==> src/rtl/rstseq_pkg.sv <==
package rstseq_pkg;

    localparam int ST_W = 8;

    localparam int B_POR  = 7;
    localparam int B_PIN  = 6;
    localparam int B_WDOG = 5;
    localparam int B_OPC  = 4;
    localparam int B_ADR  = 3;
    localparam int B_LVD  = 1;

    localparam logic [ST_W-1:0] PIN_MASK    = ST_W'(1) << B_PIN;
    localparam logic [ST_W-1:0] UNUSED_MASK = 8'b0000_0101;

    typedef enum logic [1:0] {
        PH_IDLE  = 2'd0,
        PH_DRIVE = 2'd1,
        PH_WAIT  = 2'd2
    } phase_e;

    typedef struct packed {
        logic lvd;
        logic wdog;
        logic opc;
        logic adr;
        logic dbg;
        logic pin_low;
    } req_t;

    function automatic logic any_req(req_t r);
        return r.lvd | r.wdog | r.opc | r.adr | r.dbg | r.pin_low;
    endfunction

    // Bits recorded for a request vector; pin and debug leave no trace here.
    function automatic logic [ST_W-1:0] cause_bits(req_t r);
        logic [ST_W-1:0] v;
        v         = '0;
        v[B_WDOG] = r.wdog;
        v[B_OPC]  = r.opc;
        v[B_ADR]  = r.adr;
        v[B_LVD]  = r.lvd;
        return v;
    endfunction

    function automatic logic [ST_W-1:0] por_image(logic lvd);
        logic [ST_W-1:0] v;
        v        = '0;
        v[B_POR] = 1'b1;
        v[B_LVD] = lvd;
        return v;
    endfunction

endpackage

==> src/rtl/rstseq_sync.sv <==
module rstseq_sync #(
    parameter int   STAGES  = 2,
    parameter logic RST_VAL = 1'b0
) (
    input  logic clk,
    input  logic por,
    input  logic d,
    output logic q
);
    logic [STAGES-1:0] sh;

    always_ff @(posedge clk) begin
        if (por) sh <= {STAGES{RST_VAL}};
        else     sh <= {sh[STAGES-2:0], d};
    end

    assign q = sh[STAGES-1];
endmodule

==> src/rtl/rstseq_timer.sv <==
module rstseq_timer
    import rstseq_pkg::*;
#(
    parameter int DRIVE_CYC  = 34,
    parameter int SAMPLE_CYC = 38
) (
    input  logic   clk,
    input  logic   por,
    input  logic   req,
    output phase_e phase,
    output logic   start,
    output logic   sample_now,
    output logic   por_run,
    output logic   por_pend
);
    localparam int MAXC  = (DRIVE_CYC > SAMPLE_CYC) ? DRIVE_CYC : SAMPLE_CYC;
    localparam int CNT_W = $clog2(MAXC + 1);
    localparam logic [CNT_W-1:0] DRV_LAST = CNT_W'(DRIVE_CYC - 1);
    localparam logic [CNT_W-1:0] SMP_LAST = CNT_W'(SAMPLE_CYC - 1);

    logic [CNT_W-1:0] cnt;

    always_comb begin
        start      = !por && (phase == PH_IDLE) && (req || por_pend);
        sample_now = !por && (phase == PH_WAIT) && (cnt == SMP_LAST);
    end

    always_ff @(posedge clk) begin
        if (por) begin
            phase    <= PH_IDLE;
            cnt      <= '0;
            por_pend <= 1'b1;
            por_run  <= 1'b1;
        end else begin
            unique case (phase)
                PH_IDLE: if (start) begin
                    phase    <= PH_DRIVE;
                    cnt      <= '0;
                    por_pend <= 1'b0;
                end
                PH_DRIVE: if (cnt == DRV_LAST) begin
                    phase <= PH_WAIT;
                    cnt   <= '0;
                end else begin
                    cnt <= cnt + 1'b1;
                end
                PH_WAIT: if (cnt == SMP_LAST) begin
                    phase   <= PH_IDLE;
                    cnt     <= '0;
                    por_run <= 1'b0;
                end else begin
                    cnt <= cnt + 1'b1;
                end
                default: phase <= PH_IDLE;
            endcase
        end
    end
endmodule

==> src/rtl/rstseq_cause.sv <==
module rstseq_cause
    import rstseq_pkg::*;
(
    input  logic            clk,
    input  logic            por,
    input  logic            lvd_raw,
    input  logic            start,
    input  logic            seq_on,
    input  logic            por_run,
    input  logic            sample_now,
    input  logic            pin_s,
    input  logic [ST_W-1:0] cause_now,
    output logic [ST_W-1:0] status
);
    logic [ST_W-1:0] pin_add;

    assign pin_add = (sample_now && !pin_s) ? PIN_MASK : '0;

    always_ff @(posedge clk) begin
        if (por) begin
            status <= por_image(lvd_raw);
        end else if (!por_run) begin
            if (start)       status <= cause_now;
            else if (seq_on) status <= status | cause_now | pin_add;
        end
    end
endmodule

==> src/rtl/rstseq_top.sv <==
module rstseq_top
    import rstseq_pkg::*;
#(
    parameter int DRIVE_CYC  = 34,
    parameter int SAMPLE_CYC = 38,
    parameter int SYNC_STG   = 2
) (
    input  logic            clk,
    input  logic            por_i,
    input  logic            lvd_i,
    input  logic            wdog_i,
    input  logic            badop_i,
    input  logic            badaddr_i,
    input  logic            dbg_i,
    input  logic            pin_i,
    output logic            pin_drive_o,
    output logic            sys_rst_o,
    output logic [ST_W-1:0] status_o
);
    logic   pin_s, lvd_s;
    req_t   rq;
    phase_e phase;
    logic   start, sample_now, por_run, por_pend;

    rstseq_sync #(.STAGES(SYNC_STG), .RST_VAL(1'b1)) u_pin_sync (
        .clk(clk), .por(por_i), .d(pin_i), .q(pin_s)
    );

    rstseq_sync #(.STAGES(SYNC_STG), .RST_VAL(1'b0)) u_lvd_sync (
        .clk(clk), .por(por_i), .d(lvd_i), .q(lvd_s)
    );

    always_comb begin
        rq.lvd     = lvd_s;
        rq.wdog    = wdog_i;
        rq.opc     = badop_i;
        rq.adr     = badaddr_i;
        rq.dbg     = dbg_i;
        rq.pin_low = !pin_s;
    end

    rstseq_timer #(.DRIVE_CYC(DRIVE_CYC), .SAMPLE_CYC(SAMPLE_CYC)) u_timer (
        .clk(clk), .por(por_i), .req(any_req(rq)), .phase(phase),
        .start(start), .sample_now(sample_now), .por_run(por_run),
        .por_pend(por_pend)
    );

    rstseq_cause u_cause (
        .clk(clk), .por(por_i), .lvd_raw(lvd_i), .start(start),
        .seq_on(phase != PH_IDLE), .por_run(por_run),
        .sample_now(sample_now), .pin_s(pin_s),
        .cause_now(cause_bits(rq)), .status(status_o)
    );

    assign pin_drive_o = por_i | por_pend | (phase == PH_DRIVE);
    assign sys_rst_o   = por_i | por_pend | (phase != PH_IDLE);
endmodule

==> config.mk <==
export PLATFORM = sky130hd
export DESIGN_NAME = rstseq_top
export DESIGN_NICKNAME = d
export VERILOG_FILES = /design/src/rtl/rstseq_pkg.sv /design/src/rtl/rstseq_sync.sv /design/src/rtl/rstseq_timer.sv /design/src/rtl/rstseq_cause.sv /design/src/rtl/rstseq_top.sv
export SDC_FILE = /design/constraint.sdc
export NUM_CORES = 1
export LEC_CHECK = 0
export BUFFER_PORTS_ARGS = -buffer_cell sky130_fd_sc_hd__buf_4
export CAP_MARGIN = 20
export CORE_ASPECT_RATIO = 1.5
export CORE_MARGIN = 4
export CORE_UTILIZATION = 41
export DETAILED_ROUTE_END_ITERATION = 7
export HOLD_SLACK_MARGIN = 0.06
export MAX_ROUTING_LAYER = met4
export PLACE_DENSITY = 0.62
export SETUP_SLACK_MARGIN = 0.3
export SYNTH_ARGS = -nofsm -noshare
export SYNTH_HDL_FRONTEND = slang
export SYNTH_HIERARCHICAL = 1
export SYNTH_SLANG_ARGS = --single-unit
==> constraint.sdc <==
create_clock -name clk -period 3.3 [get_ports clk]
set_input_delay 0.825 -clock clk [delete_from_list [all_inputs] [get_ports clk]]
set_output_delay 0.825 -clock clk [all_outputs]
set_load 0.02 [all_outputs]
# [Word level (Yosys, flattened, before mapping)]
# Index checks and enable logic that the tools add are counted.
[word_totals] reg_bits=22 output_inout_bits=10 wordCells=60
[classes] add_sub_neg=1 eq_ne=8 muxes=13 bitwise=11 n_reduce_logical=19
[op_table] cell="$mux W6" n=3
[op_table] cell="$pmux W6 S3" n=1
[op_table] cell="$mux W8" n=2
[op_table] cell="$eq A6 B6 Y1 const B" n=2
[op_table] cell="$mux W2" n=5
[op_table] cell="$reduce_and A2 Y1" n=5
[op_table] cell="$or A1 B1 Y1" n=8
[op_table] cell="$or A8 B6 Y8" n=1
[op_table] cell="$or A8 B8 Y8" n=1
[op_table] cell="$mux W7" n=1
[op_table] cell="$add A6 B1 Y6 const B" n=1
[op_table] cell="$ne A2 B2 Y1 const B" n=3
[op_table] cell="$pmux W2 S3" n=1
[op_table] cell="$reduce_bool A3 Y1" n=2
[op_table] cell="$logic_and A1 B1 Y1" n=5
[op_table] cell="$reduce_bool A2 Y1" n=2
[op_table] cell="$reduce_and A3 Y1" n=1
[op_table] cell="$eq A2 B1 Y1 const B" n=1
[op_table] cell="$eq A2 B2 Y1 const B" n=1
[op_table] cell="$logic_not A1 Y1" n=2
[op_table] cell="$logic_not A2 Y1" n=1
[op_table] cell="$ne A2 B1 Y1 const B" n=1
[op_table] cell="$logic_or A1 B1 Y1" n=1
[op_table] cell="$not A1 Y1" n=1

# [Longest topological paths before layout]
[logic_depth] ltp_word=10 depth_mapped=9 depth_no_buf=7

# [By module]
# Netlist, hierarchy kept.
[by_module_without_submodules] module="rstseq_timer" n_inst=1 cells_each=66 area_per_inst_um2=625.6 seq_area_each_um2=200.2
[by_module_without_submodules] module="rstseq_cause" n_inst=1 cells_each=35 area_per_inst_um2=329.1 seq_area_each_um2=170.2
[by_module_without_submodules] module="rstseq_sync" n_inst=2 cells_each=4 area_per_inst_um2=52.6 seq_area_each_um2=40.0
[by_module_without_submodules] module="rstseq_top" n_inst=1 cells_each=9 area_per_inst_um2=45.0 seq_area_each_um2=0.0

# [Worst setup path before layout]
# No wires, ideal clock.
[synth_path] path_kind="input port to flip-flop" from="input port badop_i" to="register u_cause.status[1], enable pin" setup_time_ps=247 arrival_time_ps=2037 required_time_ps=3053 setup_slack_ps=1016 stages=7 path_buffers=1 path_cell_list="nor4b_1 > nand2_1 > o21bai_4 > nor2_1 > o21ba_1 > buf_6 > or2_1"
[synth_between] elab_chain_len=8
[synth_rtl] item="start, declared" line="rstseq_top.sv:12" rtl="input logic badop_i,"
[synth_rtl] item="$or A1 B1 Y1 (4 in series)" line="rstseq_pkg.sv:31" rtl="return r.lvd | r.wdog | r.opc | r.adr | r.dbg | r.pin_low;"
[synth_rtl] item="$logic_or A1 B1 Y1" line="rstseq_timer.sv:24" rtl="start = !por && (phase == PH_IDLE) && (req || por_pend);"
[synth_rtl] item="$logic_and A1 B1 Y1" line="rstseq_timer.sv:24"
[synth_rtl] item="via start" line="rstseq_top.sv:23" rtl="logic start, sample_now, por_run, por_pend;"
[synth_rtl] item="$reduce_bool A3 Y1 (no source line)"
[synth_rtl] item="$reduce_and A2 Y1 (no source line)"
[synth_rtl] item="end signal, assigned" line="rstseq_cause.sv:21" rtl="status <= por_image(lvd_raw);"
[synth_rtl] item="end signal, assigned" line="rstseq_cause.sv:23" rtl="if (start) status <= cause_now;"
[synth_rtl] item="end signal, assigned" line="rstseq_cause.sv:24" rtl="else if (seq_on) status <= status | cause_now | pin_add;"
[synth_rtl] item="end, declared" line="rstseq_cause.sv:13" rtl="output logic [ST_W-1:0] status"
# The timed path passes the listed nets, and every way through them passes these cells.
# A chain may end at the register's enable or synchronous reset.

# [Worst setup path in the final report]
[layout_path] from="input port por_i" to="output port sys_rst_o"
[layout_between] elab_chain_len=2
[layout_rtl] item="start, declared" line="rstseq_top.sv:9" rtl="input logic por_i,"
[layout_rtl] item="$or A1 B1 Y1 (2 in series)" line="rstseq_top.sv:56" rtl="assign sys_rst_o = por_i | por_pend | (phase != PH_IDLE);"
[layout_rtl] item="end, declared" line="rstseq_top.sv:17" rtl="output logic sys_rst_o,"
# No other way between the ends.

==> results.toml <==
[clock_tree]
h-tree-depth = 1
cts_root_buf = "clkbuf_4"
clk_path_buf_depth = 2
cts_tree = "yes"
holdBufCountCts = 0
cts_setup_buffers = 0
cts_resized = 0
clk_latency_ns = 0.31
cts_sinks = 22
cts_buffers = 3
path_clk_slew_ns = 0.12

[place]
globalplace.congestion = 0.829
dp_hpwl_microns = 1610
port_buffers = 17
dp.cells = 170
pre_cts_slack_ns = 0.805

[setup_path]
r2r-start = "u_timer/phase[1]$_SDFFE_PP0P_"
cp_data_required_time_ns = 2.47
rr_worst_depth = 6
cp-end-kind = "primary output"
start_kind = "input pin"
r2r_slack_ns = 1.40
timing.rr.end = "u_timer/cnt[4]$_SDFFE_PP0P_"
worstPathArrival_ns = 1.56
worstPathMaxFanout = 27
crit_type = "input pin to primary output"

[power]
powerDensity_nw_per_um2 = 553
p_leak_nw = 0.532
peakVddDrop_v = 0.000301

[drt]
routed_wl_microns = 2110
wl_per_cell_microns = 12.1
dr.pass1.iters = 4
via_per_inst = 4.91
drtAntennaViolNets = 0
drc = 0
num_vias = 854
first_iter_violations = 8

[timing]
fin_hold_ws_ns = 0.422
slew_headroom = 0.629
setup_viol = 0
finalCriticalPeriod_ns = 2.38
fin_tns_setup_ns = 0
fin_worst_skew_ns = 0.00307
tightest_slew_ns = 0.554
drv_slew = 0
rsz0062_at_grt = "no"
setup_slack_ns = 0.917
period_share = 0.722
finalHoldViolCount = 0
clock.fmax_mhz = 420

[cells_and_area]
drive_above_1_share = 0.188
seq_area_sq_um = 450
multi_input_area_sq_um = 609
finalNetCount = 154
area_growth_syn_to_layout_pct = 18.7
stdcell_count = 174
num_antenna_cells = 0
fill_cells = 247

[global_route]
gr-usage-all-layers = 0.129
grt_pass1_wl_microns = 3480
grt-ovfl-total = 0
grt_pass1_vias = 837
antenna_found_initial = 0
grt_max_degree = 28

[hold_path]
hold-path-endpoint = "u_pin_sync/sh[1]$_SDFF_PP1_"
hold_depth = 1
holdCritStartpoint = "u_pin_sync/sh[0]$_SDFF_PP1_"
min_path_type = "register to register"

[die]
die_h_microns = 71.6
die_x_microns = 50.4
die_area_sq_um = 3610
coreArea_sq_um = 2500
io_pins = 18
num_rows = 22
start_util = 0.441

[logic_synthesis]
postSynthAreaPerCell_sq_um = 9.36
ys_seq_elements = 22
syn_area_sq_um = 1100
syn_inst = 118
ys.warnings.count = 6
synth_cell_types = 35
yosysSeqAreaShare = 0.408

[outcome]
status = "complete, no violations"

[job]
maxCapViolations = 0
==> cell usage after synthesis <==
master | n | area share
dfxtp_1 | 21 | 0.38
nor2_1 | 18 | 0.061
ha_1 | 7 | 0.079
inv_1 | 7 | 0.024
a22oi_1 | 6 | 0.041
nand2b_1 | 6 | 0.034
xnor2_1 | 5 | 0.040
a211oi_1 | 4 | 0.027
a21oi_1 | 4 | 0.018
or2_1 | 4 | 0.023
nand2_1 | 3 | 0.010
nand3_1 | 3 | 0.014
nor2b_1 | 3 | 0.017
a21o_1 | 2 | 0.014
buf_6 | 2 | 0.020
clkbuf_1 | 2 | 0.0068
mux2i_1 | 2 | 0.018
o21ai_0 | 2 | 0.0091
a2111oi_4 | 1 | 0.025
a2bb2oi_1 | 1 | 0.0079
a31oi_1 | 1 | 0.0057
and3b_1 | 1 | 0.0079
and4bb_2 | 1 | 0.011
conb_1 | 1 | 0.0034
edfxtp_1 | 1 | 0.027
nand3b_1 | 1 | 0.0068
nor2_2 | 1 | 0.0057
nor4b_1 | 1 | 0.0079
o21ai_1 | 1 | 0.0045
o21ba_1 | 1 | 0.0091
o21bai_1 | 1 | 0.0068
o21bai_4 | 1 | 0.017
o31ai_1 | 1 | 0.0068
or2_2 | 1 | 0.0057
or3_1 | 1 | 0.0057
==> cell type report <==
class / instances / share of cell area
well taps: 36 / 0.0344
clock buffers: 3 / 0.0172
clock inverters: 1 / 0.0229
multi-input cells: 88 / 0.465
inverters: 7 / 0.0200
repair buffers: 17 / 0.0973
flip-flops and latches: 22 / 0.344
==> report_power, final <==
group	switching [W]	internal (W)	total, W
sequential	0.0000258	0.000287	0.000313
combinational	0.000118	0.0000859	0.000204
clock	0.0000850	0.000123	0.000208
total	0.000229	0.000496	0.000725
==> through the flow <==
| step | power (W) | area, sq um | utilization |
|---|---|---|---|
| 2_1_floorplan | 0.000471 | 1120 | - |
| 3_3_place_gp | 0.000521 | 1260 | 0.502 |
| 3_5_place_dp | 0.000524 | 1260 | 0.502 |
| 4_1_cts | 0.000735 | 1310 | 0.523 |
| 5_1_grt | 0.000770 | 1310 | 0.523 |
| 6_report | 0.000725 | 1310 | 0.523 |
==> worst max-delay path by stage <==
stage	startpoint	to	slack (ns)	cells after the start
after global routing	por_i	sys_rst_o	0.88	3
after global placement	badop_i	u_cause/status[1]$_DFFE_PP_	0.81	7
after detailed placement	badop_i	u_cause/status[1]$_DFFE_PP_	0.80	7
after CTS	por_i	sys_rst_o	0.91	3
after floorplan	badop_i	u_cause/status[1]$_DFFE_PP_	1.02	7
final	por_i	sys_rst_o	0.92	3
==> metal layers <==
metal | vias up | wire length (microns) | global-route usage
li1 | 436 | - | -
met1 | 391 | 928 | 0.142
met2 | 22 | 1020 | 0.214
met3 | 5 | 102 | 0.0208
met4 | 0 | 54 | 0.0808
met5 | - | 0 | -
==> cells in the final DEF (no fill, tap or decap), types with 2 or more instances in the layout <==
| cell type | n |
|---|---|
| a211oi_1 | 4 |
| a21o_1 | 2 |
| a21oi_1 | 4 |
| a22oi_1 | 6 |
| buf_4 | 17 |
| clkbuf_4 | 3 |
| conb_1 | 4 |
| dfxtp_1 | 21 |
| ha_1 | 7 |
| inv_1 | 7 |
| mux2i_1 | 2 |
| nand2_1 | 3 |
| nand2b_1 | 6 |
| nand3_1 | 3 |
| nor2_1 | 18 |
| nor2b_1 | 3 |
| o21ai_0 | 2 |
| or2_1 | 4 |
| xnor2_1 | 5 |
==> state kept, by name, summed over array words and instances, names as in the netlist <==
signal,flops
u_pin_sync/sh,2
u_timer/phase,2
u_timer/cnt,6
u_timer/por_run,1
u_cause/status,8
u_lvd_sync/sh,2
u_timer/por_pend,1
==> critical path, cell delays in order <==
cell	delay [ns]
buf_4	0.19
or3_1	0.37
buf_4	0.17
==> cells by family after synthesis <==
kind of cell | after synthesis | synth area share
compound gates | 26 | 0.191
xor+xnor | 5 | 0.0396
fa+ha+maj | 7 | 0.0793
buf+inv | 11 | 0.0510
flops | 22 | 0.408
mux | 2 | 0.0181
other cells | 1 | 0.00339
simple gates | 44 | 0.210
Note: power is estimated with default switching activity, not from simulation.
